$ cat src/rtl/spi_host_pkg.sv
package spi_host_pkg;
  localparam int unsigned DW    = 32;
  localparam int unsigned LEN_W = 4;
  localparam int unsigned PM_W  = 4;
  localparam int unsigned CNT_W = $clog2(DW) + 1;
  localparam int unsigned IDX_W = $clog2(DW);

  localparam logic [2:0] W_CTRL = 3'd0;
  localparam logic [2:0] W_STAT = 3'd1;
  localparam logic [2:0] W_MASK = 3'd2;
  localparam logic [2:0] W_CMD  = 3'd3;
  localparam logic [2:0] W_TX   = 3'd4;
  localparam logic [2:0] W_RX   = 3'd5;

  localparam int unsigned B_LOOP = 30;
  localparam int unsigned B_MSBF = 26;
  localparam int unsigned B_MAST = 25;
  localparam int unsigned B_EN   = 24;
  localparam int unsigned B_LEN  = 20;
  localparam int unsigned B_PM   = 16;
  localparam int unsigned B_RXF  = 9;
  localparam int unsigned B_TXF  = 8;

  // Length code to character bits: 0 -> 32, 1..2 -> 4, n -> n+1
  function automatic logic [CNT_W-1:0] char_bits(input logic [LEN_W-1:0] code);
    if (code == '0)        return CNT_W'(DW);
    else if (code < 4'd3)  return CNT_W'(4);
    else                   return CNT_W'(code) + CNT_W'(1);
  endfunction

  function automatic logic [DW-1:0] low_mask(input logic [CNT_W-1:0] n);
    if (n >= CNT_W'(DW)) return '1;
    return (DW'(1) << n) - DW'(1);
  endfunction

  // Half SCK period minus one: 2*(pm+1)-1
  function automatic logic [PM_W:0] half_m1(input logic [PM_W-1:0] pm);
    return {pm, 1'b1};
  endfunction

  // Register bit addressed by shift step k
  function automatic logic [IDX_W-1:0] bit_pos(input logic [IDX_W-1:0] k,
                                               input logic [CNT_W-1:0] n,
                                               input logic msb);
    logic [CNT_W-1:0] r;
    r = msb ? (n - CNT_W'(1) - CNT_W'(k)) : CNT_W'(k);
    return r[IDX_W-1:0];
  endfunction
endpackage

$ cat src/rtl/spi_host_tick.sv
module spi_host_tick
  import spi_host_pkg::*;
(
  input  logic            clk,
  input  logic            rst_n,
  input  logic            run,
  input  logic [PM_W-1:0] pm,
  output logic            tick
);
  logic [PM_W:0] cnt_q;
  logic [PM_W:0] lim;

  assign lim  = half_m1(pm);
  assign tick = run && (cnt_q == lim);

  always_ff @(posedge clk or negedge rst_n) begin
    if (!rst_n)             cnt_q <= '0;
    else if (!run || tick)  cnt_q <= '0;
    else                    cnt_q <= cnt_q + 1'b1;
  end
endmodule

$ cat src/rtl/spi_host_shift.sv
module spi_host_shift
  import spi_host_pkg::*;
(
  input  logic             clk,
  input  logic             rst_n,
  input  logic             start,
  input  logic [DW-1:0]    tx_in,
  input  logic [CNT_W-1:0] nbits,
  input  logic             msb_first,
  input  logic             tick,
  input  logic             miso_in,
  output logic             sck,
  output logic             mosi,
  output logic             busy,
  output logic             done,
  output logic [DW-1:0]    rx_data,
  output logic [DW-1:0]    sh_data
);
  logic [DW-1:0]    txd_q, rxd_q;
  logic [IDX_W-1:0] k_q;
  logic [CNT_W-1:0] n_q;
  logic             msb_q, sck_q, busy_q;
  logic             last;
  logic [IDX_W-1:0] idx;

  assign idx  = bit_pos(k_q, n_q, msb_q);
  assign last = (CNT_W'(k_q) == (n_q - CNT_W'(1)));
  assign done = busy_q && tick && sck_q && last;
  assign mosi = busy_q && txd_q[idx];
  assign sck  = sck_q;
  assign busy = busy_q;
  assign rx_data = rxd_q;
  assign sh_data = txd_q;

  always_ff @(posedge clk or negedge rst_n) begin
    if (!rst_n) begin
      txd_q  <= '0;
      rxd_q  <= '0;
      k_q    <= '0;
      n_q    <= CNT_W'(DW);
      msb_q  <= 1'b0;
      sck_q  <= 1'b0;
      busy_q <= 1'b0;
    end else if (start) begin
      txd_q  <= tx_in & low_mask(nbits);
      rxd_q  <= '0;
      k_q    <= '0;
      n_q    <= nbits;
      msb_q  <= msb_first;
      sck_q  <= 1'b0;
      busy_q <= 1'b1;
    end else if (busy_q && tick) begin
      if (!sck_q) begin
        sck_q      <= 1'b1;
        rxd_q[idx] <= miso_in;
      end else if (last) begin
        sck_q  <= 1'b0;
        busy_q <= 1'b0;
      end else begin
        sck_q <= 1'b0;
        k_q   <= k_q + 1'b1;
      end
    end
  end
endmodule

$ cat src/rtl/spi_host_evt.sv
module spi_host_evt (
  input  logic       clk,
  input  logic       rst_n,
  input  logic       clr_wr,
  input  logic [1:0] clr_bits,   // [1]=rx ready, [0]=tx free
  input  logic       done,
  input  logic       start,
  input  logic [1:0] mask,
  output logic       rx_rdy,
  output logic       tx_free,
  output logic       irq
);
  always_ff @(posedge clk or negedge rst_n) begin
    if (!rst_n) begin
      rx_rdy  <= 1'b0;
      tx_free <= 1'b1;
    end else begin
      if (done)                         rx_rdy <= 1'b1;
      else if (clr_wr && clr_bits[1])   rx_rdy <= 1'b0;

      if (done)                         tx_free <= 1'b1;
      else if (start)                   tx_free <= 1'b0;
      else if (clr_wr && clr_bits[0])   tx_free <= 1'b0;
    end
  end

  assign irq = |({rx_rdy, tx_free} & mask);
endmodule

$ cat src/rtl/spi_host_ctrl.sv
module spi_host_ctrl
  import spi_host_pkg::*;
(
  input  logic          clk,
  input  logic          rst_n,
  input  logic          reg_en,
  input  logic          reg_we,
  input  logic [2:0]    reg_addr,
  input  logic [31:0]   reg_wdata,
  output logic [31:0]   reg_rdata,
  output logic          sck,
  output logic          mosi,
  input  logic          miso,
  output logic          irq
);
  logic             loop_q, msbf_q, mast_q, en_q;
  logic [LEN_W-1:0] len_q;
  logic [PM_W-1:0]  pm_q;
  logic [1:0]       mask_q;
  logic [31:0]      cmd_q;
  logic [DW-1:0]    rx_q;

  logic             wr, tx_start, tick, busy, done, miso_in;
  logic             rx_rdy, tx_free, mosi_i;
  logic [DW-1:0]    rx_data, sh_data;
  logic [CNT_W-1:0] nbits;

  assign wr       = reg_en && reg_we;
  assign tx_start = wr && (reg_addr == W_TX) && en_q && mast_q && !busy;
  assign nbits    = char_bits(len_q);
  assign miso_in  = loop_q ? mosi_i : miso;
  assign mosi     = mosi_i;

  always_ff @(posedge clk or negedge rst_n) begin
    if (!rst_n) begin
      loop_q <= 1'b0; msbf_q <= 1'b0; mast_q <= 1'b0; en_q <= 1'b0;
      len_q  <= '0;   pm_q   <= '0;   mask_q <= '0;   cmd_q <= '0;
      rx_q   <= '0;
    end else begin
      if (wr && reg_addr == W_CTRL) begin
        loop_q <= reg_wdata[B_LOOP];
        msbf_q <= reg_wdata[B_MSBF];
        mast_q <= reg_wdata[B_MAST];
        en_q   <= reg_wdata[B_EN];
        pm_q   <= reg_wdata[B_PM +: PM_W];
        if (!en_q) len_q <= reg_wdata[B_LEN +: LEN_W];
      end
      if (wr && reg_addr == W_MASK) mask_q <= reg_wdata[B_RXF:B_TXF];
      if (wr && reg_addr == W_CMD)  cmd_q  <= reg_wdata;
      if (done)                     rx_q   <= rx_data;
    end
  end

  spi_host_tick u_tick (
    .clk(clk), .rst_n(rst_n), .run(busy), .pm(pm_q), .tick(tick)
  );

  spi_host_shift u_shift (
    .clk(clk), .rst_n(rst_n), .start(tx_start), .tx_in(reg_wdata),
    .nbits(nbits), .msb_first(msbf_q), .tick(tick), .miso_in(miso_in),
    .sck(sck), .mosi(mosi_i), .busy(busy), .done(done),
    .rx_data(rx_data), .sh_data(sh_data)
  );

  spi_host_evt u_evt (
    .clk(clk), .rst_n(rst_n),
    .clr_wr(wr && reg_addr == W_STAT), .clr_bits(reg_wdata[B_RXF:B_TXF]),
    .done(done), .start(tx_start), .mask(mask_q),
    .rx_rdy(rx_rdy), .tx_free(tx_free), .irq(irq)
  );

  always_comb begin
    unique case (reg_addr)
      W_CTRL:  reg_rdata = {1'b0, loop_q, 3'b000, msbf_q, mast_q, en_q, len_q, pm_q, 16'h0};
      W_STAT:  reg_rdata = {22'h0, rx_rdy, tx_free, 8'h0};
      W_MASK:  reg_rdata = {22'h0, mask_q, 8'h0};
      W_CMD:   reg_rdata = cmd_q;
      W_RX:    reg_rdata = rx_q;
      default: reg_rdata = '0;
    endcase
  end
endmodule

$ cat config.mk
export PLATFORM = sky130hd
export DESIGN_NAME = spi_host_ctrl
export DESIGN_NICKNAME = d
export VERILOG_FILES = /design/src/rtl/spi_host_pkg.sv /design/src/rtl/spi_host_tick.sv /design/src/rtl/spi_host_shift.sv /design/src/rtl/spi_host_evt.sv /design/src/rtl/spi_host_ctrl.sv
export SDC_FILE = /design/constraint.sdc
export NUM_CORES = 1
export LEC_CHECK = 0
export BUFFER_PORTS_ARGS = -buffer_cell sky130_fd_sc_hd__buf_2
export CAP_MARGIN = 30
export CORE_MARGIN = 5
export CORE_UTILIZATION = 50
export CTS_CLUSTER_DIAMETER = 40
export DETAILED_ROUTE_END_ITERATION = 8
export GPL_TIMING_DRIVEN = 0
export PLACE_DENSITY = 0.69
export SYNTH_ARGS = -nofsm -noshare
export SYNTH_HDL_FRONTEND = slang
export SYNTH_SLANG_ARGS = --single-unit
$ cat constraint.sdc
create_clock -name clk -period 5.55 [get_ports clk]
set_input_delay 1.11 -clock clk [delete_from_list [all_inputs] [get_ports clk]]
set_output_delay 1.11 -clock clk [all_outputs]
set_load 0.02 [all_outputs]
Word level (Yosys, flattened, before mapping):

Index checks and enable logic that the tools add are counted.

* flip-flop bits (word level): 163
* bits of input ports: 40
* output and inout bits: 35
* logic and storage cells: 108

* add/subtract/negate cells: 6
* $lt $le $gt $ge: 4
* eq/ne operators: 9
* shifts and indexed selects: 1
* multiplexer cells: 35
* bitwise operators: 3
* reductions and logical operators: 31

Operators with widths (number)
* 32-bit 2-to-1 mux: 6
* 32-bit case mux with 5 select lines: 1
* 5-bit 2-to-1 mux: 7
* 32-bit AND: 1
* 32-bit bitwise mux: 1
* 1-bit by 6-bit << shifter with 32-bit output (first input constant): 1
* 32-bit by 2-bit subtractor with 32-bit output (second input constant): 1
* 1-bit logical AND: 17
* 1-bit 2-to-1 mux: 17
* 5-bit by 1-bit adder with 5-bit output (second input constant): 2
* 2-bit nonzero test: 4
* 3-bit by 2-bit equality test with 1-bit output (second input constant): 2
* 3-bit equality test (second input constant): 2
* 5-bit by 6-bit equality test with 1-bit output: 1
* 6-bit >= comparator (second input constant): 1
* 5-bit by 6-bit < comparator with 1-bit output (second input constant): 1
* 6-bit 2-to-1 mux: 1
* 3-bit AND reduction: 2
* 6-bit by 1-bit subtractor with 6-bit output (second input constant): 1
* 4-bit by 1-bit adder with 5-bit output (second input constant): 1
* 1-bit binary-select mux with 5-bit select: 1
* 1-bit demux with 5-bit select: 1
* 5-bit equality test: 1
* 5-bit by 1-bit >= comparator with 1-bit output (second input constant): 1
* 13 further kinds: 15

Longest topological paths before layout:

Gate-level depths: netlist (run 1).

* depth after elaboration: 11
* mapped depth: 14
* depth with buffers taken out: 13

Cells and area by module:

From an unflattened synthesis (run 1), not the netlist that was laid out.

* cells, all modules: 868
* area, all modules: 8778.4 sq um

Modules (own cells, without submodules)
* spi_host_shift: instances 1, cells each 557, area each 4735.8 sq um, sequential area each 1953.1 sq um
* spi_host_ctrl: instances 1, cells each 278, area each 3674.8 sq um, sequential area each 1951.9 sq um
* spi_host_tick: instances 1, cells each 25, area each 280.3 sq um, sequential area each 125.1 sq um
* spi_host_evt: instances 1, cells each 8, area each 87.6 sq um, sequential area each 51.3 sq um

Worst setup path before layout (run 1):

OpenSTA, ideal clock, no wires.

* path kind: flip-flop to output port
* start: register u_shift.n_q[0]
* end: output mosi
* arrival time: 2.955 ns
* required time: 4.440 ns
* setup slack: 1.485 ns
* stages on the path, launching flop included: 13
* buffers on the path: 2
* cell sequence: dfrtp_1 -> inv_1 -> ha_1 -> inv_1 -> fa_1 -> mux2i_1 -> clkbuf_1 -> a211oi_1 -> o211ai_1 -> o32ai_1 -> nor4b_2 -> buf_4 -> o311a_1

* longest elaborated chain between the ends: 6

Ends and longest elaborated chain
* start: declaration: RTL line spi_host_shift.sv:21 `logic [CNT_W-1:0] n_q;`
* start signal: assignment: RTL line spi_host_shift.sv:40 `n_q <= CNT_W'(DW);`
* start signal: assignment: RTL line spi_host_shift.sv:48 `n_q <= nbits;`
* 6-bit by 1-bit subtractor with 6-bit output
* 5-bit subtractor: RTL line spi_host_pkg.sv:46 `r = msb ? (n - CNT_W'(1) - CNT_W'(k)) : CNT_W'(k);`
* 5-bit 2-to-1 mux: RTL line spi_host_pkg.sv:46
* 1-bit binary-select mux with 5-bit select: RTL line spi_host_shift.sv:29 `assign mosi = busy_q && txd_q[idx];`
* 1-bit 2-to-1 mux (implied by the code): RTL line spi_host_shift.sv:29
* 1-bit logical AND: RTL line spi_host_shift.sv:29
* end: declaration: RTL line spi_host_ctrl.sv:12 `output logic mosi,`

Every way passes these cells. The select of a mux whose other input is x is not followed.

Final worst setup path (run 1):

Same ends and word-level chain as after synthesis.

==> metrics.txt, run 1 <==
Synth Register Bits=163; Avg Vias per Cell=5.964; DRC=0; Crit path buffers/inverters=5; Yosys top cell by area=dfrtp_1; pin count of the biggest net entering global routing=122; Hold-fix buffers, CTS=0; final max-slew violation count=0; Startpoint Class=register; crit path max fanout=10; Pleak=4.343 nW; WP data required=4.44 ns; Ys Warns=0; GRT Residual Overflow=0; Max VDD drop=303.8 uV; critical path launch point=u_shift.n_q[0]; Detail Route Antenna Nets=0; area grow syn2layout=15.88%; RR Startpoint=len_q[0]; Worst setup endpoint=mosi; H-tree levels=4; synth cell count leaders=dfrtp_1, nand2_1, mux2_2; total power=4.620 mW; Die Width=139.5 um; # port buffers=73; CTS tree=done; Avg WL per Cell=21.01 um; most used cell, CP=inv_1; Num CTS Buffers=17; synthesized cell area=between 0.008 and 0.009 mm2; worst path cell trace=inv_1, ha_1, inv_1, fa_1, mux2i_1, clkbuf_1, a211oi_1, o211ai_1, o32ai_1, nor4b_2, buf_4, o311a_1, buf_2; Fin Setup TNS=0 ns; Worst Reg-to-Reg Cells=14; clock network latency to the later pin of the worst-skew pair=0.43 ns; RSZ-0062 raised after global routing=no; max incr delay on CP=0.45 ns; period utilization=92.70%; Top FF cell, synth=dfrtp_1; post-CTS sizing=0; final setup fails=0; WL final=24.58 mm; async set-reset flop share out of synthesis=100.0%; crit path time final=5.145 ns; # nets final=988; Synth top area share=roughly half; Filler cells=between 1,000 and 1,500; final hold viol count=0; gr usage total=25.90%; core area=0.01652 mm2; vias in the first global route=roughly 7,000; Avg Inst Size Synth=9.966 um2; post-synth net total=892; initial core utilization=50.72%; # Post-CTS Setup Buffers=0; Root Buffer=clkbuf_16; Syn Inst Count=841; status=completed; CP delay by family, top=buffers and inverters; skew final=0.009264 ns; die height=139.5 um; EDFF count, synth=0; slowest library cell on the worst path=clkbuf_1; WP depth=13; GP Congestion=0.9288; top cells by area, synth=dfrtp_1, mux2_2, nand2_1, a22oi_1, o21ai_0; layout cells sized above 1=21.26%; register area share after synthesis=48.69%; post-synth cell types=65; CTS Buffer Depth=2; clk sinks=163; first-pass GRT wire length=39.01 mm; critical path data arrival time=4.03 ns; DRT iter0 DRCs=581; Die Area=0.01945 mm2; Rows=47; Final HPWL DP=18.26 mm; number of diodes=0; initial antenna violation count=0; worst-margin pin slew=1.032 ns; Critical Path End Type=primary output; vias after detailed routing=6,978; Reg clk slew, reported paths=0.06 ns; Setup CP Type=reg2out; reg2reg end=u_shift.sh_data[30]; Slew headroom=between 30% and 40%; Inst Count DP=1,138; Finished Layout Cells=1,170; max cap viols=0; DRT Pass-1 Iters=5; R2R setup slack=1.46 ns; Max Clock Freq=194.4 MHz; cell with the most instances after synthesis=dfrtp_1; PwrDens=475.6 mW/mm2; HP Class=reg2reg; Ports=75
final cells by class:
| cell class | instances | area (um2) | share of cell area, % |
|---|---|---|---|
| well taps | 220 | 275.3 | 2.834 |
| multi-input cells | 616 | 4046 | 41.66 |
| flip-flops and latches | 163 | 4081 | 42.02 |
| inverters | 14 | 52.55 | 0.5410 |
| plain buffers | 48 | 201.4 | 2.074 |
| repair buffers | 77 | 422.9 | 4.354 |
| clock buffers | 20 | 456.7 | 4.702 |
| clock inverters | 12 | 176.4 | 1.816 |
cell usage in the layout, fill, tap and decap left out, types with 14 or more instances in the layout:
| master | count |
|---|---|
| mux2_2 | 76 |
| xnor2_1 | 14 |
| o211ai_1 | 15 |
| clkbuf_1 | 37 |
| a22oi_1 | 46 |
| nor2_1 | 39 |
| dfrtp_1 | 161 |
| nor2b_1 | 24 |
| a21oi_1 | 22 |
| nand2_1 | 126 |
| buf_2 | 78 |
| nand3_1 | 35 |
| clkbuf_16 | 17 |
| o21ai_0 | 59 |
| a31oi_1 | 20 |
cell families after synthesis:
group	after synthesis	synth area share [%]
adders and majority gates	11	1.732
muxes	88	11.64
xor gates and xnor gates	22	2.299
AOI/OAI and AO/OA	210	16.45
buffers and inverters	62	3.030
DFF	163	48.69
and+or+nand+nor	285	16.15
registers in the layout (all words and copies together), names as in the netlist:
| signal | count |
|---|---|
| cmd_q | 32 |
| en_q | 1 |
| len_q | 4 |
| loop_q | 1 |
| mask_q | 2 |
| mast_q | 1 |
| msbf_q | 1 |
| pm_q | 4 |
| rx_q | 32 |
| u_evt.rx_rdy | 1 |
| u_evt.tx_free | 1 |
| u_shift.busy | 1 |
| u_shift.k_q | 5 |
| u_shift.msb_q | 1 |
| u_shift.n_q | 6 |
| u_shift.rx_data | 32 |
| u_shift.sck | 1 |
| u_shift.sh_data | 32 |
| u_tick.cnt_q | 5 |
routing by layer:
| metal | vias up | GRT usage (%) | routed length [um] |
|---|---|---|---|
| met2 | 249 | 40.59 | 11590 |
| li1 | 3236 | - | - |
| met1 | 3447 | 35.23 | 10380 |
| met3 | 46 | 5.111 | 1724 |
| met4 | 0 | 11.23 | 887 |
| met5 | - | 0 | 0 |
worst min path at each step:
stage / start / end / slack, ns / cells after the start
after detailed placement: u_shift.sh_data[11] / u_shift.sh_data[11] / 0.45 / 2
after floorplan: u_shift.sh_data[11] / u_shift.sh_data[11] / 0.43 / 2
after global routing: u_shift.sh_data[9] / u_shift.sh_data[9] / 0.49 / 2
after global placement: u_shift.sh_data[11] / u_shift.sh_data[11] / 0.44 / 2
after CTS: u_shift.sh_data[11] / u_shift.sh_data[11] / 0.46 / 2
final: u_shift.sh_data[11] / u_shift.sh_data[11] / 0.46 / 2
worst min-delay path, cell delays in order, from the launching register on:
cell,delay [ns]
dfrtp_1,0.34
nand2_1,0.05
nand2_1,0.04
power by group:
| group | total, mW | switching (mW) | internal (mW) |
|---|---|---|---|
| Clock | 1.26 | 0.487 | 0.778 |
| Sequential | 1.65 | 0.201 | 1.45 |
| Combinational | 1.71 | 1.09 | 0.618 |
| Total | 4.62 | 1.78 | 2.84 |
metrics by stage:
step | instance area, um2 | worst slack, ns | util (%) | hold slack, ns
2_1_floorplan | 8382 | 1.485 | - | 0.4305
3_5_place_dp | 9080 | 0.9041 | 54.95 | 0.4496
4_1_cts | 9713 | 0.3926 | 58.78 | 0.4629
5_1_grt | 9713 | 0.1342 | 58.78 | 0.4949
6_report | 9713 | 0.4054 | 58.78 | 0.4625
3_3_place_gp | 9022 | 0.8574 | 54.60 | 0.4433
Note: power is estimated with default switching activity, not from simulation.
==> run 2: changes to the inputs <==
--- a/config.mk
+++ b/config.mk
@@ -13,6 +13,7 @@
 export DETAILED_ROUTE_END_ITERATION = 8
 export GPL_TIMING_DRIVEN = 0
 export PLACE_DENSITY = 0.69
+export RECOVER_POWER = 50
 export SYNTH_ARGS = -nofsm -noshare
 export SYNTH_HDL_FRONTEND = slang
 export SYNTH_SLANG_ARGS = --single-unit
==> run 2 against run 1 <==
Net effect:
- the run now ends with capacitance limit, slew limit left
- sequential share of layout area is 0.20 points higher
- total power hardly changed
- worst hold slack better by 0.00062 ns
- setup slack better by 0.0065 ns
- clock power hardly changed
- sequential cell count stayed put
- critical endpoint unchanged
==> metrics.txt, run 2 (synthesized netlist as in run 1, its figures left out) <==
area grow syn2layout=15.35%; CP delay by family, top=buffers and inverters; max cap viols=2; Fin Setup TNS=0 ns; DRT Pass-1 Iters=5; Avg WL per Cell=21.07 um; DRC=0; HP Class=reg2reg; core area=~0.017 mm2; Startpoint Class=register; layout cells sized above 1=20.63%; # Post-CTS Setup Buffers=0; Max Clock Freq=194.6 MHz; Die Area=around 0.02 mm2; Hold-fix buffers, CTS=0; most frequent cells in the layout=dfrtp_1, nand2_1, mux2_2; final setup fails=0; DRT iter0 DRCs=548; Max VDD drop=302.7 uV; CTS Buffer Depth=2; Final HPWL DP=~18 mm; Root Buffer=clkbuf_16; vias after detailed routing=6,955; PwrDens=477.8 mW/mm2; Layout Cell Area excl Fill=0.009668 mm2; clock network latency to the later pin of the worst-skew pair=~0.43 ns; initial core utilization=50.72%; period utilization=around 93%; WL final=24.65 mm; CTS tree=done; GP Congestion=0.9288; gr usage total=25.90%; skew final=0.008326 ns; Avg Vias per Cell=5.944; Fin Hold WS=0.4631 ns; vias in the first global route=6,938; initial antenna violation count=0; post-CTS sizing=0; pin count of the biggest net entering global routing=between 100 and 150; first-pass GRT wire length=39.01 mm; Die Width=139.5 um; WP data required=roughly 4.4 ns; Pleak=about 4.3 nW; placed instance area=0.009080 mm2; status=complete, but fails checks; worst path cell trace=inv_1, ha_1, inv_1, fa_1, mux2i_1, clkbuf_1, a211oi_1, o211ai_1, o32ai_1, nor4b_2, buf_4, o311a_1, buf_2; combinational power share=roughly 37%; Num CTS Buffers=17; sw frac=38.58%; Rows=47; clock network fraction of design power=27.4%; Ports=between 70 and 80; Crit path buffers/inverters=5; Setup CP Type=reg2out; crit path max fanout=10; # port buffers=73; final max-slew violation count=166; worst-margin pin slew=about 2.3 ns; Slew headroom=-50.93%; Reg clk slew, reported paths=0.06 ns; critical path data arrival time=~4.0 ns; Critical Path End Type=primary output; Detail Route Antenna Nets=0; crit path time final=5.138 ns; H-tree levels=4; GRT Residual Overflow=0; final hold viol count=0; clk sinks=~160; slowest library cell on the worst path=fa_1; switching power=1.782 mW; failing checks=capacitance limit, slew limit; number of diodes=0; Seq pwr share=35.6%; RSZ-0062 raised after global routing=no; # nets final=988; max incr delay on CP=about 0.44 ns; die height=139.5 um; most used cell, CP=inv_1; commonest non-fill, non-tap cell in the layout=dfrtp_1; Int Pwr=2.837 mW; total power=4.619 mW
==> run 2: cell count changes in the layout (fill, tap and decap cells not counted), sizes merged <==
cell / before / now
buf: 89 / 82
clkbuf: 56 / 63
==> run 2: worst paths after layout <==
path,startpoint,endpoint,slack [ns],cells after the start
worst max-delay path,u_shift.n_q[0],mosi,0.41,13
worst min-delay path,u_shift.sh_data[11],u_shift.sh_data[11],0.46,2
worst max register to register,len_q[0],u_shift.sh_data[30],1.48,14
worst min register to register,u_shift.sh_data[11],u_shift.sh_data[11],0.46,2
max in group asynchronous,rst_n,rx_q[17],1.43,2
min in group asynchronous,rst_n,u_shift.k_q[4],1.35,1
==> run 2: power groups by stage <==
stage | Clock [mW] | Combinational [mW] | Sequential (mW)
after CTS | 1.27 | 1.69 | 1.64
final | 1.27 | 1.71 | 1.65
after global placement | 0 | 1.65 | 1.65
after detailed placement | 0 | 1.68 | 1.66
after global routing | 1.33 | 1.87 | 1.68
after floorplan | 0 | 1.22 | 1.59
==> run 2: cell type report <==
type / instances / area, um2
plain buffers: 48 / 201.4
clock buffers: 20 / 456.7
clock inverters: 12 / 176.4
fillers: 1487 / 6857
inverters: 14 / 52.55
multi-input cells: 616 / 4040
flip-flops and latches: 163 / 4081
well taps: 220 / 275.3
repair buffers: 77 / 384.1
==> run 2: layer usage <==
metal  wire length [um]  track usage (%)
met5                  0                0
met4               1001            11.23
met3               1601            5.111
met2              11410            40.59
met1              10640            35.23
==> run 2: worst min-delay path, cell delays in order, from the launching register on <==
cell     delay (ns)
dfrtp_1        0.34
nand2_1        0.05
nand2_1        0.05
==> run 2: stage by stage <==
step           instances  utilization [%]  worst slack [ns]
2_1_floorplan        841                -             1.485
3_3_place_gp        1134            54.60            0.8574
3_5_place_dp        1138            54.95            0.9041
4_1_cts             1170            58.78            0.3926
5_1_grt             1170            58.51            0.1342
6_report            1170            58.51            0.4119
